**src/rtl/mmu_pkg.sv**
```systemverilog
`timescale 1ns/1ps
package mmu_pkg;
  typedef enum logic [1:0] {
    FLT_NONE = 2'd0,
    FLT_LEN  = 2'd1,
    FLT_INV  = 2'd2
  } fault_e;

  typedef enum logic [2:0] {
    W_IDLE,
    W_CHECK,
    W_MREQ,
    W_MWAIT,
    W_RESP
  } walk_st_e;
endpackage

```
**src/rtl/mmu_ctxregs.sv**
```systemverilog
`timescale 1ns/1ps
module mmu_ctxregs #(
  parameter int MA_W  = 16,
  parameter int LEN_W = 7
) (
  input  logic             clk,
  input  logic             rst_n,
  input  logic             base_we,
  input  logic [MA_W-1:0]  base_wdata,
  input  logic             len_we,
  input  logic [LEN_W-1:0] len_wdata,
  output logic [MA_W-1:0]  base_q,
  output logic [LEN_W-1:0] len_q
);
  always_ff @(posedge clk) begin
    if (!rst_n) begin
      base_q <= '0;
      len_q  <= '0;
    end else begin
      if (base_we) base_q <= base_wdata;
      if (len_we)  len_q  <= len_wdata;
    end
  end
endmodule

```
**src/rtl/mmu_tlb.sv**
```systemverilog
`timescale 1ns/1ps
module mmu_tlb #(
  parameter int N    = 8,
  parameter int PN_W = 6,
  parameter int FR_W = 6,
  localparam int IW  = (N > 1) ? $clog2(N) : 1
) (
  input  logic            clk,
  input  logic            rst_n,
  input  logic            flush,
  input  logic [PN_W-1:0] lk_page,
  input  logic            fill_en,
  input  logic [PN_W-1:0] fill_page,
  input  logic [FR_W-1:0] fill_frame,
  output logic [N-1:0]    hit_vec,
  output logic            hit,
  output logic [FR_W-1:0] hit_frame
);
  logic [N-1:0]    vld;
  logic [PN_W-1:0] tag [N];
  logic [FR_W-1:0] frm [N];
  logic [IW-1:0]   vic_q;

  for (genvar i = 0; i < N; i++) begin : g_ent
    always_ff @(posedge clk) begin
      if (!rst_n) begin
        vld[i] <= 1'b0;
        tag[i] <= '0;
        frm[i] <= '0;
      end else if (flush) begin
        vld[i] <= 1'b0;
      end else if (fill_en && vic_q == IW'(i)) begin
        vld[i] <= 1'b1;
        tag[i] <= fill_page;
        frm[i] <= fill_frame;
      end
    end
    assign hit_vec[i] = vld[i] && (tag[i] == lk_page);
  end

  always_comb begin
    hit_frame = '0;
    for (int k = 0; k < N; k++) begin
      if (hit_vec[k]) hit_frame = hit_frame | frm[k];
    end
  end
  assign hit = |hit_vec;

  always_ff @(posedge clk) begin
    if (!rst_n) begin
      vic_q <= '0;
    end else if (fill_en && !flush) begin
      vic_q <= (vic_q == IW'(N-1)) ? '0 : vic_q + IW'(1);
    end
  end
endmodule

```
**src/rtl/mmu_walk.sv**
```systemverilog
`timescale 1ns/1ps
module mmu_walk import mmu_pkg::*; #(
  parameter int LA_W      = 16,
  parameter int OFF_W     = 10,
  parameter int FR_W      = 6,
  parameter int MA_W      = 16,
  parameter int PTE_W     = 16,
  parameter int PTE_VBIT  = 15,
  parameter int PTE_BYTES = 2,
  localparam int PN_W   = LA_W - OFF_W,
  localparam int PA_W   = FR_W + OFF_W,
  localparam int LEN_W  = PN_W + 1,
  localparam int PTE_SH = $clog2(PTE_BYTES)
) (
  input  logic             clk,
  input  logic             rst_n,
  input  logic             req_valid,
  output logic             req_ready,
  input  logic [LA_W-1:0]  req_laddr,
  output logic             rsp_valid,
  input  logic             rsp_ready,
  output logic [PA_W-1:0]  rsp_paddr,
  output logic [1:0]       rsp_fault,
  output logic             mem_req_valid,
  input  logic             mem_req_ready,
  output logic [MA_W-1:0]  mem_req_addr,
  input  logic             mem_rsp_valid,
  input  logic [PTE_W-1:0] mem_rsp_data,
  input  logic [MA_W-1:0]  base_q,
  input  logic [LEN_W-1:0] len_q,
  input  logic             flush,
  input  logic             tlb_hit,
  input  logic [FR_W-1:0]  tlb_frame,
  output logic [PN_W-1:0]  lk_page,
  output logic             fill_en,
  output logic [PN_W-1:0]  fill_page,
  output logic [FR_W-1:0]  fill_frame
);
  walk_st_e         st;
  logic [PN_W-1:0]  page_q;
  logic [OFF_W-1:0] off_q;
  logic [MA_W-1:0]  addr_q;
  logic [PA_W-1:0]  paddr_q;
  fault_e           fault_q;
  logic             flushed_q;
  logic             len_fail;
  logic [MA_W-1:0]  ent_addr;
  logic             pte_present;
  logic             pte_unused;

  assign len_fail    = {1'b0, page_q} >= len_q;
  assign ent_addr    = base_q + (MA_W'(page_q) << PTE_SH);
  assign pte_present = mem_rsp_data[PTE_VBIT];
  assign pte_unused  = ^mem_rsp_data;

  always_ff @(posedge clk) begin
    if (!rst_n) begin
      st        <= W_IDLE;
      page_q    <= '0;
      off_q     <= '0;
      addr_q    <= '0;
      paddr_q   <= '0;
      fault_q   <= FLT_NONE;
      flushed_q <= 1'b0;
    end else begin
      if (st != W_IDLE && flush) flushed_q <= 1'b1;
      case (st)
        W_IDLE: if (req_valid) begin
          page_q    <= req_laddr[LA_W-1:OFF_W];
          off_q     <= req_laddr[OFF_W-1:0];
          flushed_q <= 1'b0;
          st        <= W_CHECK;
        end
        W_CHECK: begin
          if (len_fail) begin
            fault_q <= FLT_LEN;
            paddr_q <= '0;
            st      <= W_RESP;
          end else if (tlb_hit) begin
            fault_q <= FLT_NONE;
            paddr_q <= {tlb_frame, off_q};
            st      <= W_RESP;
          end else begin
            addr_q <= ent_addr;
            st     <= W_MREQ;
          end
        end
        W_MREQ: if (mem_req_ready) st <= W_MWAIT;
        W_MWAIT: if (mem_rsp_valid) begin
          if (pte_present) begin
            fault_q <= FLT_NONE;
            paddr_q <= {mem_rsp_data[FR_W-1:0], off_q};
          end else begin
            fault_q <= FLT_INV;
            paddr_q <= '0;
          end
          st <= W_RESP;
        end
        W_RESP: if (rsp_ready) st <= W_IDLE;
        default: st <= W_IDLE;
      endcase
    end
  end

  assign req_ready     = (st == W_IDLE);
  assign rsp_valid     = (st == W_RESP);
  assign rsp_paddr     = paddr_q;
  assign rsp_fault     = fault_q;
  assign mem_req_valid = (st == W_MREQ);
  assign mem_req_addr  = addr_q;
  assign lk_page       = page_q;
  assign fill_en       = (st == W_MWAIT) && mem_rsp_valid && pte_present
                         && !flushed_q && !flush;
  assign fill_page     = page_q;
  assign fill_frame    = mem_rsp_data[FR_W-1:0];
endmodule

```
**src/rtl/paging_mmu.sv**
```systemverilog
`timescale 1ns/1ps
module paging_mmu #(
  parameter int LA_W      = 16,
  parameter int OFF_W     = 10,
  parameter int FR_W      = 6,
  parameter int MA_W      = 16,
  parameter int PTE_W     = 16,
  parameter int PTE_VBIT  = 15,
  parameter int PTE_BYTES = 2,
  parameter int TLB_N     = 8,
  localparam int PN_W  = LA_W - OFF_W,
  localparam int PA_W  = FR_W + OFF_W,
  localparam int LEN_W = PN_W + 1
) (
  input  logic             clk,
  input  logic             rst_n,
  input  logic             req_valid,
  output logic             req_ready,
  input  logic [LA_W-1:0]  req_laddr,
  output logic             rsp_valid,
  input  logic             rsp_ready,
  output logic [PA_W-1:0]  rsp_paddr,
  output logic [1:0]       rsp_fault,
  output logic             mem_req_valid,
  input  logic             mem_req_ready,
  output logic [MA_W-1:0]  mem_req_addr,
  input  logic             mem_rsp_valid,
  input  logic [PTE_W-1:0] mem_rsp_data,
  input  logic             base_we,
  input  logic [MA_W-1:0]  base_wdata,
  input  logic             len_we,
  input  logic [LEN_W-1:0] len_wdata,
  input  logic             flush
);
  logic [MA_W-1:0]  base_q;
  logic [LEN_W-1:0] len_q;
  logic [PN_W-1:0]  lk_page;
  logic [TLB_N-1:0] tlb_hitvec;
  logic             tlb_hit;
  logic [FR_W-1:0]  tlb_frame;
  logic             fill_en;
  logic [PN_W-1:0]  fill_page;
  logic [FR_W-1:0]  fill_frame;

  mmu_ctxregs #(.MA_W(MA_W), .LEN_W(LEN_W)) u_ctx (
    .clk(clk), .rst_n(rst_n),
    .base_we(base_we), .base_wdata(base_wdata),
    .len_we(len_we), .len_wdata(len_wdata),
    .base_q(base_q), .len_q(len_q)
  );

  mmu_tlb #(.N(TLB_N), .PN_W(PN_W), .FR_W(FR_W)) u_tlb (
    .clk(clk), .rst_n(rst_n), .flush(flush),
    .lk_page(lk_page),
    .fill_en(fill_en), .fill_page(fill_page), .fill_frame(fill_frame),
    .hit_vec(tlb_hitvec), .hit(tlb_hit), .hit_frame(tlb_frame)
  );

  mmu_walk #(
    .LA_W(LA_W), .OFF_W(OFF_W), .FR_W(FR_W), .MA_W(MA_W),
    .PTE_W(PTE_W), .PTE_VBIT(PTE_VBIT), .PTE_BYTES(PTE_BYTES)
  ) u_walk (
    .clk(clk), .rst_n(rst_n),
    .req_valid(req_valid), .req_ready(req_ready), .req_laddr(req_laddr),
    .rsp_valid(rsp_valid), .rsp_ready(rsp_ready),
    .rsp_paddr(rsp_paddr), .rsp_fault(rsp_fault),
    .mem_req_valid(mem_req_valid), .mem_req_ready(mem_req_ready),
    .mem_req_addr(mem_req_addr),
    .mem_rsp_valid(mem_rsp_valid), .mem_rsp_data(mem_rsp_data),
    .base_q(base_q), .len_q(len_q), .flush(flush),
    .tlb_hit(tlb_hit), .tlb_frame(tlb_frame), .lk_page(lk_page),
    .fill_en(fill_en), .fill_page(fill_page), .fill_frame(fill_frame)
  );
endmodule

```
**config.mk**
```make
export PLATFORM = sky130hd
export DESIGN_NAME = paging_mmu
export DESIGN_NICKNAME = d
export VERILOG_FILES = /design/src/rtl/mmu_pkg.sv /design/src/rtl/mmu_ctxregs.sv /design/src/rtl/mmu_tlb.sv /design/src/rtl/mmu_walk.sv /design/src/rtl/paging_mmu.sv
export SDC_FILE = /design/constraint.sdc
export NUM_CORES = 1
export LEC_CHECK = 0
export ABC_AREA = 1
export BUFFER_PORTS_ARGS = -buffer_cell sky130_fd_sc_hd__buf_2
export CAP_MARGIN = 20
export CORE_ASPECT_RATIO = 0.6
export CORE_MARGIN = 2
export CORE_UTILIZATION = 59
export DETAILED_ROUTE_END_ITERATION = 6
export GPL_TIMING_DRIVEN = 0
export PLACE_DENSITY = 0.8
export SLEW_MARGIN = 20
export SYNTH_ARGS = -nofsm -noshare
export SYNTH_HDL_FRONTEND = slang
export SYNTH_SLANG_ARGS = --single-unit
```
**constraint.sdc**
```tcl
create_clock -name clk -period 2.55 [get_ports clk]
set_input_delay 0.51 -clock clk [delete_from_list [all_inputs] [get_ports clk]]
set_output_delay 0.51 -clock clk [all_outputs]
set_load 0.005 [all_outputs]
```
# Word level (Yosys, flattened, before mapping)
# Memory sizes are Yosys's and may differ from the RTL's.
# Index checks and enable logic that the tools add are counted.
[word_totals]
elab_cells = 185
ram_bits = 96
ff_bits = 88
memories = 2
input_bits = 64
output_inout_bits = 37
[classes]
mux = 78
n_addsub = 2
eq_ne = 24
reduce_logical = 34
n_bitwise = 26
order_cmp = 1
[memory_table]
columns = ["name", "depth", "width", "rd", "rd_clocked_by_memory_dff", "write_ports", "line_no", "rtl"]
rows = [
  ["u_tlb.frm", 8, 6, 8, 0, 8, "mmu_tlb.sv:21", "logic [FR_W-1:0] frm [N];"],
  ["u_tlb.tag", 8, 6, 8, 0, 8, "mmu_tlb.sv:20", "logic [PN_W-1:0] tag [N];"],
]
[ops]
columns = ["cell", "n"]
rows = [
  ["$mux W6", 24],
  ["$mux W16", 4],
  ["$eq A6 B6 Y1", 8],
  ["$or A6 B6 Y6", 7],
  ["$mux W1", 36],
  ["$pmux W16 S2", 1],
  ["$logic_and A1 B1 Y1", 22],
  ["$mux W3", 7],
  ["$add A16 B7 Y16", 1],
  ["$or A1 B1 Y1", 16],
  ["$eq A3 B3 Y1 const B", 5],
  ["$pmux W3 S5", 1],
  ["$eq A3 B2 Y1 const B", 4],
  ["$mux W2", 4],
  ["$reduce_or A8 Y1", 1],
  ["$ge A6 B7 Y1", 1],
  ["$eq A3 B1 Y1 const B", 2],
  ["$logic_not A3 Y1", 2],
  ["$reduce_and A3 Y1", 2],
  ["$ne A2 B1 Y1 const B", 2],
  ["$ne A2 B2 Y1 const B", 2],
  ["$pmux W2 S2", 1],
  ["$reduce_and A4 Y1", 1],
  ["$add A3 B1 Y3 const B", 1],
  ["7 further kinds", 10],
]

# Longest topological paths before layout
# Gate-level depths: netlist of the first run.
[depth]
ltp_word = 20
mapped_depth = 16
mapped_depth_nobuf = 15

# Hierarchy
# A second synthesis of the first run with hierarchy kept.
[hier_totals]
hier_cells = 1195
hier_area_um2 = 9212.6
[modules_own_cells]
columns = ["module", "area_per_inst_um2", "cells_each", "instances", "seq_area_each_um2"]
rows = [
  ["mmu_tlb", 5297.6, 605, 1, 3103.0],
  ["mmu_walk", 2969.1, 446, 1, 1081.0],
  ["mmu_ctxregs", 945.9, 144, 1, 460.4],
]

# Worst setup path before layout of the first run
# No wires, ideal clock.
[synth_path]
kind = "register to register"
from = "register u_walk.page_q[1] (netlist: u_walk.fill_page[1])"
to = "register u_walk.addr_q[15] (netlist: u_walk.mem_req_addr[15])"
required_time_ns = 2.486
arrival_time_ns = 2.259
setup_time_ns = 0.064
path_buffers = 2
path_slack_ns = 0.226
stages_incl_launch_ff = 15
period_less_slack_ns = 2.324
cell_sequence = "dfxtp_1 > inv_2 > buf_6 > clkbuf_1 > fa_1 > o21ai_0 > nand2_1 > nand2_1 > nand2_1 > nand2_1 > nand2_1 > nor2_1 > xor2_1 > nor2_1 > nor2_1"
[synth_via]
elab_chain_len = 5
elab_cells_between_ends = 22
cone_classes = "add/sub (1); order compare (1); eq/ne (8); bitwise (2); reduce/logical (10)"
[synth_rtl]
columns = ["item", "line_no", "rtl"]
rows = [
  ["start, declared", "mmu_walk.sv:40", "logic [PN_W-1:0] page_q;"],
  ["start signal, assigned", "mmu_walk.sv:69", "page_q <= req_laddr[LA_W-1:OFF_W];"],
  ["parallel branches: the longest is 5 deep, another holds $add A16 B7 Y16", "-", ""],
  ["end signal, assigned", "mmu_walk.sv:84", "addr_q <= ent_addr;"],
  ["end, declared", "mmu_walk.sv:42", "logic [MA_W-1:0] addr_q;"],
]
# Several ways; the timed one is not identified.
# A chain may end at the register's enable or synchronous reset.

==> qor.yml, run 1 <==
cts_tree: "built"
first_pass_iters: 7
hold_viol: 0
antenna_found_initial: 2
die_y_um: 99.8
placed_area_um2: 9730
swShare_pct: 36.3
yosys_warnings: 0
ys_seq_area_share_pct: 51.4
cp_data_arrival_time_ns: 2.62
drtIter0Drc: 955
maxSlewViolCount: 0
rsz0062_at_grt: "true"
synthArstFlopShare_pct: 0
overflow: 0
internal_power_mw: 6.07
pwr-share-seq_pct: 39.6
grtUsageMet1_pct: 48.6
cts-hold-fix-buffers: 0
synthCells: 1122
grt_use_met3_pct: 7.44
numCtsBuffers: 17
max_cap_viol_count: 0
synth_edf_count: 96
start_util_pct: 61.4
final-seq-area_um2: 4650
hold_path_end: "u_ctx.base_q[9]"
io_pins: 101
tightest_slew_ns: 0.637
skew_ns: 0.0127
clockBufferDepth: 2
clkPwrFrac_pct: 27.9
max-slew-margin-rel_pct: 57.4
yosysTopAreaCellShare_pct: 31.9
worstPathMaxFanout: 12
period_minus_slack_ns: 2.54
ys_types: 41
syn_area_um2: 9030
fillCellCount: 1166
routed_wl_um: 24900
min_period_over_period_pct: 99.7
crit-reg2reg-capture: "u_tlb.tag[1][8]"
fmax_mhz: 393
worstReg2RegStart: "u_walk.st[0]"
gp_congestion: 0.914
post_drt_wl_per_cell_um: 17.2
final_nets: 1316
syn_nets: 1205
end_kind: "register"
yosysTopAreaCell: "edfxtp_1"
vias: 8068
critical_path_class: "reg2reg"
ys_ff_latch: 184
die_w_um: 164
synth_ff_type: "edfxtp_1"
power_leakage_nw: 4.69
power.density_nw_per_um2: 914
synth_area_leaders: "edfxtp_1 (32%), dfxtp_1 (20%), nand2_1 (9.7%)"
setup_viol: 0
die_area_um2: 16300
whs_path_depth: 3
cts_htree_levels: 4
postSynthAreaPerCell_um2: 8.05
drive_above_1_share_pct: 17.9
drc: 0
cts_root_buffer: "clkbuf_16"
clk_latency_ns: 0.44
clock_sinks: 184
portBuffers: 90
combPwrFrac_pct: 32.5
min_from: "base_wdata[9]"
ir_worst_vdd_mv: 0.508
fin_area_um2: 10400
syn_to_final_growth_pct: 15.4
setup_tns_ns: 0
antennaDiodeCount: 0
place_hpwl_um: 18000
path_clk_slew_ns: 0.07
multi_input_area_um2: 3710
grt_max_degree: 20
yosys-top-cells-count: "nand2_1 (234), nor2_1 (217), inv_1 (125)"
synth.most_common_cell: "nand2_1"
grt_pass1_wl_um: 38600
status: "completed"
switchingPower_mw: 3.46
via_per_inst: 5.59
critPathLaunchType: "register"
grtUsageTotal_pct: 31.5
grt_pass1_vias: 7391
rows: 34
use_met2_pct: 43.9
grt_busiest_layer: "met1"
antenna_left: 0
r2r_cells: 10
hold_class: "in2reg"
coreArea_um2: 14700
r2r_slack_ns: 0.008
required_ns: 2.62
-- worst max-delay path, stage by stage (launching register included) --
cell,delay (ns)
dfxtp_1,0.37
inv_1,0.06
nor2_1,0.08
inv_1,0.05
nor2_1,0.17
inv_1,0.12
nor2_2,0.22
nand2_2,0.20
nor3_1,0.32
inv_1,0.11
nand2_1,0.47
-- state kept, by name, indices dropped and copies added (netlist names) --
signal               count
u_walk.off_q            10
u_walk.rsp_paddr        16
u_tlb.vic_q              3
u_walk.st                3
u_walk.mem_req_addr     16
u_tlb.tag               48
u_ctx.base_q            16
u_walk.rsp_fault         2
u_ctx.len_q              7
u_tlb.vld                8
u_walk.fill_page         6
u_tlb.frm               48
u_walk.flushed_q         1
-- cell usage in the layout (no fill, tap or decap), types with 20 or more instances in the layout --
cell	instances
nand2_1	227
nor2_1	210
inv_1	125
buf_2	99
edfxtp_1	96
dfxtp_1	86
nand3_1	74
o21ai_0	60
a21oi_1	58
nor2_2	28
clkbuf_1	20
-- through the flow --
stage / util (%) / total power, mW / instances / worst slack, ns / hold WS [ns]
floorplan: - / 5.76 / 1122 / 0.226 / 0.430
global placement: 66.1 / 6.69 / 1410 / -0.582 / 0.442
detailed placement: 66.1 / 6.76 / 1410 / -0.611 / 0.444
CTS: 70.4 / 9.41 / 1442 / 0.00968 / 0.291
global route: 70.8 / 9.98 / 1444 / -0.153 / 0.303
finish: 70.8 / 9.53 / 1444 / 0.00842 / 0.300
-- kinds of logic after synthesis --
logic type	count (synthesis)	synth area share, %
fa+ha+maj	19	2.72
compound gates	128	7.51
xor+xnor	16	1.55
flops	184	51.4
simple gates	597	28.7
buf+inv	178	8.08
-- how the worst max path moves through the flow --
stage / startpoint / end / slack [ns] / cells after the start
after global placement: u_walk.fill_page[1] / u_walk.mem_req_addr[15] / -0.58 / 14
after global routing: u_walk.st[0] / u_tlb.frm[1][8] / -0.15 / 10
after CTS: u_walk.fill_page[0] / u_walk.mem_req_addr[8] / 0.01 / 11
final: u_walk.st[0] / u_tlb.tag[1][8] / 0.008 / 10
after floorplan: u_walk.fill_page[1] / u_walk.mem_req_addr[15] / 0.23 / 14
after detailed placement: u_walk.fill_page[1] / u_walk.mem_req_addr[15] / -0.61 / 14
-- timing repair --
| action | 4_1_cts | 5_1_grt |
|---|---|---|
| gates resized for setup | 12 | 20 |
| pin swaps | 1 | 2 |
| buffers inserted | 2 | 2 |
| endpoints found under the setup margin | 60 | 156 |
-- metal layers --
metal / up-vias / routed length [um]
li1: 3811 / -
met1: 3700 / 11300
met2: 503 / 9760
met3: 50 / 3390
met4: 4 / 454
met5: - / 13
-- power by group through the flow --
stage	Clock, mW	Sequential (mW)	Combinational (mW)
5_1_grt	2.76	3.82	3.40
2_1_floorplan	0	3.79	1.98
6_report	2.66	3.77	3.09
3_3_place_gp	0	3.81	2.88
4_1_cts	2.64	3.77	3.00
3_5_place_dp	0	3.82	2.94
-- final cells by class --
class	count	share of cell area [%]
tap	198	2.38
buffer	41	2.23
clock inverter	12	1.03
inverter	135	4.91
sequential	184	44.6
timing repair buffer	94	4.61
multi-input combinational	760	35.6
clock buffer	20	4.60
(Power assumes the default switching activity.)
==> run 2, diff against run 1 <==
- CORE_UTILIZATION: 59 -> 62
- PLACE_DENSITY: 0.8 -> 0.84
- clock period: 2.55 -> 3.3 ns (I/O delays scaled with it)
==> qor.yml, run 2 (synthesized netlist as in run 1, its figures left out) <==
status: "completed"
skew_ns: 0.0104  # -0.00229 ns
gp_congestion: 0.934  # +2.2%
place_hpwl_um: 18100  # +0.26%
dpl.cell_count: 1410  # unchanged
clockBufferDepth: 2  # unchanged
coreArea_um2: 14400  # -2.3%
post_drt_wl_per_cell_um: 17.4  # +0.68%
grt_pass1_wl_um: 39600  # +2.8%
cts_root_buffer: "clkbuf_16"
rsz0062_at_grt: "false"
hold_class: "in2reg"
layout_setup_ws_ns: 0.301  # +0.293 ns
max_cap_viol_count: 0  # unchanged
cp_data_arrival_time_ns: 3.37  # +0.75 ns
critPathLaunchType: "register"
mostFrequentLayoutCell: "nand2_1"
critical_path_class: "reg2reg"
grt_pass1_vias: 7617  # +3.1%
io_pins: 101  # unchanged
die_y_um: 97.5  # -2.4%
fin_util_pct: 71.8  # +1.0 points
drive_above_1_share_pct: 16.1  # -1.8 points
power.density_nw_per_um2: 708  # -23%
fillCellCount: 1127  # -3.3%
cts_tree: "built"
final_nets: 1313  # -0.23%
place_ws_ns: 0.226  # +0.837 ns
syn_to_final_growth_pct: 14.3
grt_max_degree: 17  # -15%
antenna_found_initial: 1  # -1
worstPathMaxFanout: 10  # -2
routed_wl_um: 25000  # +0.47%
fmax_mhz: 333  # -15%
instances_no_fill: 1441  # -0.21%
power_leakage_nw: 4.66  # -0.60%
mostFrequentLayoutCells: "nand2_1 (234), nor2_1 (217), inv_1 (125), buf_2 (100), edfxtp_1 (96)"
required_ns: 3.67  # +1.05 ns
rows: 34  # unchanged
first_pass_iters: 7  # unchanged
drc: 0  # unchanged
antennaDiodeCount: 0  # unchanged
start_util_pct: 62.8  # +1.5 points
die_area_um2: 15600  # -4.7%
hold_viol: 0  # unchanged
setup_tns_ns: 0  # unchanged
min_period_over_period_pct: 90.9  # -8.8 points
setup_viol: 0  # unchanged
grtUsageTotal_pct: 33.0  # +1.4 points
die_w_um: 160  # -2.4%
ir_worst_vdd_mv: 0.533  # +5.0%
vias: 8089  # +0.26%
max-slew-margin-rel_pct: 48.7  # -8.7 points
maxSlewViolCount: 0  # unchanged
path_clk_slew_ns: 0.07  # about the same
via_per_inst: 5.61  # +0.47%
antenna_left: 0  # unchanged
tightest_slew_ns: 0.769  # +0.132 ns
overflow: 0  # unchanged
drtIter0Drc: 1007  # +5.4%
post-cts-setup-buffers: 0  # -2
period_minus_slack_ns: 3.00  # +0.457 ns
numCtsBuffers: 17  # unchanged
portBuffers: 90  # unchanged
clock_sinks: 184  # unchanged
clk_latency_ns: 0.44  # about the same
end_kind: "register"
reg_top3: "u_tlb.frm (48), u_tlb.tag (48)"
cts_htree_levels: 4  # unchanged
## run 2: cell types whose count changed in the layout (fill, tap and decap cells not counted), sizes merged
cell,previous run,this run
buf,114,110
clkbuf,41,43
clkinv,6,7
clkinvlp,2,0
## run 2: per-stage QoR
stage | total power [mW] | hold slack, ns | cell area (um2)
after floorplan | 4.45 | 0.430 | 9030
after global placement | 5.15 | 0.440 | 9730
after detailed placement | 5.21 | 0.447 | 9730
after CTS | 7.25 | 0.449 | 10300
after global routing | 7.67 | 0.452 | 10300
final | 7.31 | 0.448 | 10300
## run 2: per-layer routing
layer / vias up / routed length (um) / GRT usage (%) / part of all wire [%]
met5: - / 11 / 0 / 0.044
met4: 2 / 405 / 9.49 / 1.6
li1: 3804 / - / - / -
met2: 505 / 10400 / 48.3 / 42
met1: 3729 / 10900 / 49.0 / 43
met3: 49 / 3330 / 7.73 / 13
## run 2: path summary, 6_finish.rpt
kind,end,slack (ns),cells after the start,startpoint
worst min register to register,u_walk.off_q[3],0.46,2,u_walk.off_q[3]
worst max register to register,u_walk.mem_req_addr[15],0.30,14,u_walk.fill_page[1]
worst min-delay path,u_ctx.base_q[9],0.45,3,base_wdata[9]
worst max-delay path,u_walk.mem_req_addr[15],0.30,14,u_walk.fill_page[1]
## run 2: area by class of cell
cell class              instances  area (um2)  area share (%)
plain buffers                  42         219            2.12
flip-flops and latches        184        4650            45.0
multi-input cells             760        3660            35.4
repair buffers                 90         450            4.36
clock inverters                11         110            1.07
inverters                     135         507            4.91
well taps                     198         248            2.40
clock buffers                  21         485            4.70
## run 2: where the power goes
| part | internal, mW | switching, mW |
|---|---|---|
| logic | 0.780 | 1.52 |
| registers | 2.72 | 0.211 |
| clock network | 1.15 | 0.931 |
## run 2: timing repair
item,4_1_cts,5_1_grt
hold buffers,0,0
setup endpoints to repair,0,10
gates resized for setup,0,1
## run 2: critical path: stages, from the launching register on
cell and delay, ns:
dfxtp_2 0.52, inv_2 0.07, buf_6 0.16, clkbuf_1 0.35
fa_1 0.57, o21ai_0 0.28, nand2_1 0.09, nand2_1 0.07
nand2_1 0.06, nand2_1 0.14, nand2_1 0.13, nor2_1 0.17
xor2_1 0.17, nor2_1 0.06, nor2_1 0.10
==> run 3, diff against run 2 <==
- CORE_MARGIN: 2 -> unset
- SYNTH_HIERARCHICAL: unset -> 1
==> qor.yml, run 3 <==
mostFrequentLayoutCells: "nand2_1 (334), nor2_1 (214), inv_1 (149), buf_2 (96), edfxtp_1 (96)"
cp_data_arrival_time_ns: 2.93  # -0.44 ns
cts_htree_levels: 4  # unchanged
postSynthAreaPerCell_um2: 7.72  # -4.1%
cts_resized: 0  # unchanged
skew_ns: 0.0152  # +0.00472 ns
ir_worst_vdd_mv: 0.392  # -26%
cts_tree: "built"
status: "completed"
final-seq-area_um2: 4640  # about the same
start_util_pct: 63.4  # +0.59 points
fin_util_pct: 72.2  # +0.43 points
crit_path_frequent_cell: "nand2_1"
reg_top3: "u_tlb/frm (48), u_tlb/tag (48)"
vias: 8177  # +1.1%
rows: 34  # unchanged
max_stage_delay_ns: 0.57  # about the same
power.density_nw_per_um2: 621  # -12%
min_period_over_period_pct: 87.0  # -3.8 points
yosys_warnings: 6  # +6
place_hpwl_um: 17800  # -1.6%
syn_area_um2: 9200  # +1.8%
placed_area_um2: 9900  # +1.8%
clockBufferDepth: 2  # unchanged
post_drt_wl_per_cell_um: 15.5  # -11%
overflow: 0  # unchanged
rsz0062_at_grt: "false"
hold_viol: 0  # unchanged
power_leakage_nw: 4.92  # +5.7%
combPwrFrac_pct: 26.1  # -5.4 points
end_kind: "register"
io_pins: 101  # unchanged
drc: 0  # unchanged
crit_family: "simple AND/OR/NAND/NOR gates"
via_per_inst: 5.41  # -3.6%
final_nets: 1383  # +5.3%
die_w_um: 159  # -0.36%
fmax_mhz: 348  # +4.4%
grt_max_degree: 20  # +3
setup_tns_ns: 0  # unchanged
hold_class: "reg2reg"
mostFrequentLayoutCell: "nand2_1"
portBuffers: 90  # unchanged
total_power_mw: 6.51  # -11%
syn_nets: 1274  # +5.7%
dpl.cell_count: 1479  # +4.9%
synthCells: 1191  # +6.1%
place_ws_ns: 0.133  # -0.0929 ns
layout_setup_ws_ns: 0.427  # +0.126 ns
maxSlewViolCount: 0  # unchanged
tightest_slew_ns: 0.810  # +0.0409 ns
syn_to_final_growth_pct: 13.9
worstPathMaxFanout: 12  # +2
crit_slowest_cell: "nor4_2"
crit_path_cell_trace: "nand2_1, nor2_4, nand2_1, nor4_2, nand2_1, nor2_1, nand2_1, nand2_1"
setup_viol: 0  # unchanged
max_cap_viol_count: 0  # unchanged
pwr-share-seq_pct: 43.5  # +3.4 points
clock_sinks: 184  # unchanged
switchingPower_mw: 2.23  # -16%
swShare_pct: 34.3  # -2.1 points
antenna_found_initial: 0  # -1
critPathLaunchType: "register"
critPathBufInv: 0  # -3
antenna_left: 0  # unchanged
die_area_um2: 15300  # -1.5%
critical_path_class: "reg2reg"
grt_pass1_vias: 7273  # -4.5%
drive_above_1_share_pct: 15.2  # -0.86 points
cts_root_buffer: "clkbuf_16"
grtUsageTotal_pct: 32.1  # -0.86 points
instances_no_fill: 1511  # +4.9%
routed_wl_um: 23400  # -6.2%
post-cts-setup-buffers: 0  # unchanged
path_clk_slew_ns: 0.08  # about the same
internal_power_mw: 4.27  # -8.0%
die_y_um: 96.3  # -1.2%
drtIter0Drc: 990  # -1.7%
numCtsBuffers: 17  # unchanged
first_pass_iters: 6  # -1
multi_input_area_um2: 3650  # -0.27%
coreArea_um2: 14500  # +0.89%
cts-hold-fix-buffers: 0  # unchanged
fillCellCount: 1128  # +0.089%
hold_ws_ns: 0.445  # -0.00338 ns
clk_latency_ns: 0.43  # about the same
gp_congestion: 0.949  # +1.6%
grt_pass1_wl_um: 37300  # -5.9%
clkPwrFrac_pct: 30.5  # +2.0 points
period_minus_slack_ns: 2.87  # -0.126 ns
required_ns: 3.36  # -0.31 ns
fin_area_um2: 10500  # +1.5%
antennaDiodeCount: 0  # unchanged
max-slew-margin-rel_pct: 46.0  # -2.7 points
-- run 3: metal layers --
metal	vias up	GRT usage [%]	share of wire, %
li1	3936	-	-
met1	3749	50.4	47
met2	465	46.6	40
met3	27	4.57	13
met4	0	7.29	0.90
met5	-	0	0
-- run 3: path summary, 6_finish.rpt --
check | slack (ns) | cells past startpoint | end | start
worst min-delay path | 0.44 | 2 | u_walk/mem_req_addr[0] | u_walk/mem_req_addr[0]
worst min register to register | 0.44 | 2 | u_walk/mem_req_addr[0] | u_walk/mem_req_addr[0]
worst max-delay path | 0.43 | 8 | u_tlb/tag[1][17] | u_walk/st[0]
worst max register to register | 0.43 | 8 | u_tlb/tag[1][17] | u_walk/st[0]
-- run 3: final cells by class --
type / count / area share [%]
Inverter: 165 / 5.91
Sequential cell: 184 / 44.3
Timing Repair Buffer: 90 / 4.30
Multi-Input combinational cell: 795 / 34.8
Tap cell: 198 / 2.36
Buffer: 47 / 2.87
Clock inverter: 13 / 1.18
Clock buffer: 19 / 4.23
-- run 3: worst register-to-register path: stages, from the launching register on --
cell and delay [ns]:
dfxtp_1 0.36, nand2_1 0.13, nor2_4 0.26, nand2_1 0.21
nor4_2 0.57, nand2_1 0.22, nor2_1 0.19, nand2_1 0.08
nand2_1 0.49
-- run 3: power by group through the flow --
stage          sequential [mW]  combinational, mW  clock, mW
6_report                  2.83               1.70       1.98
4_1_cts                   2.82               1.66       1.99
3_5_place_dp              2.87               1.65          0
2_1_floorplan             2.85               1.09          0
5_1_grt                   2.85               1.89       2.08
3_3_place_gp              2.86               1.59          0
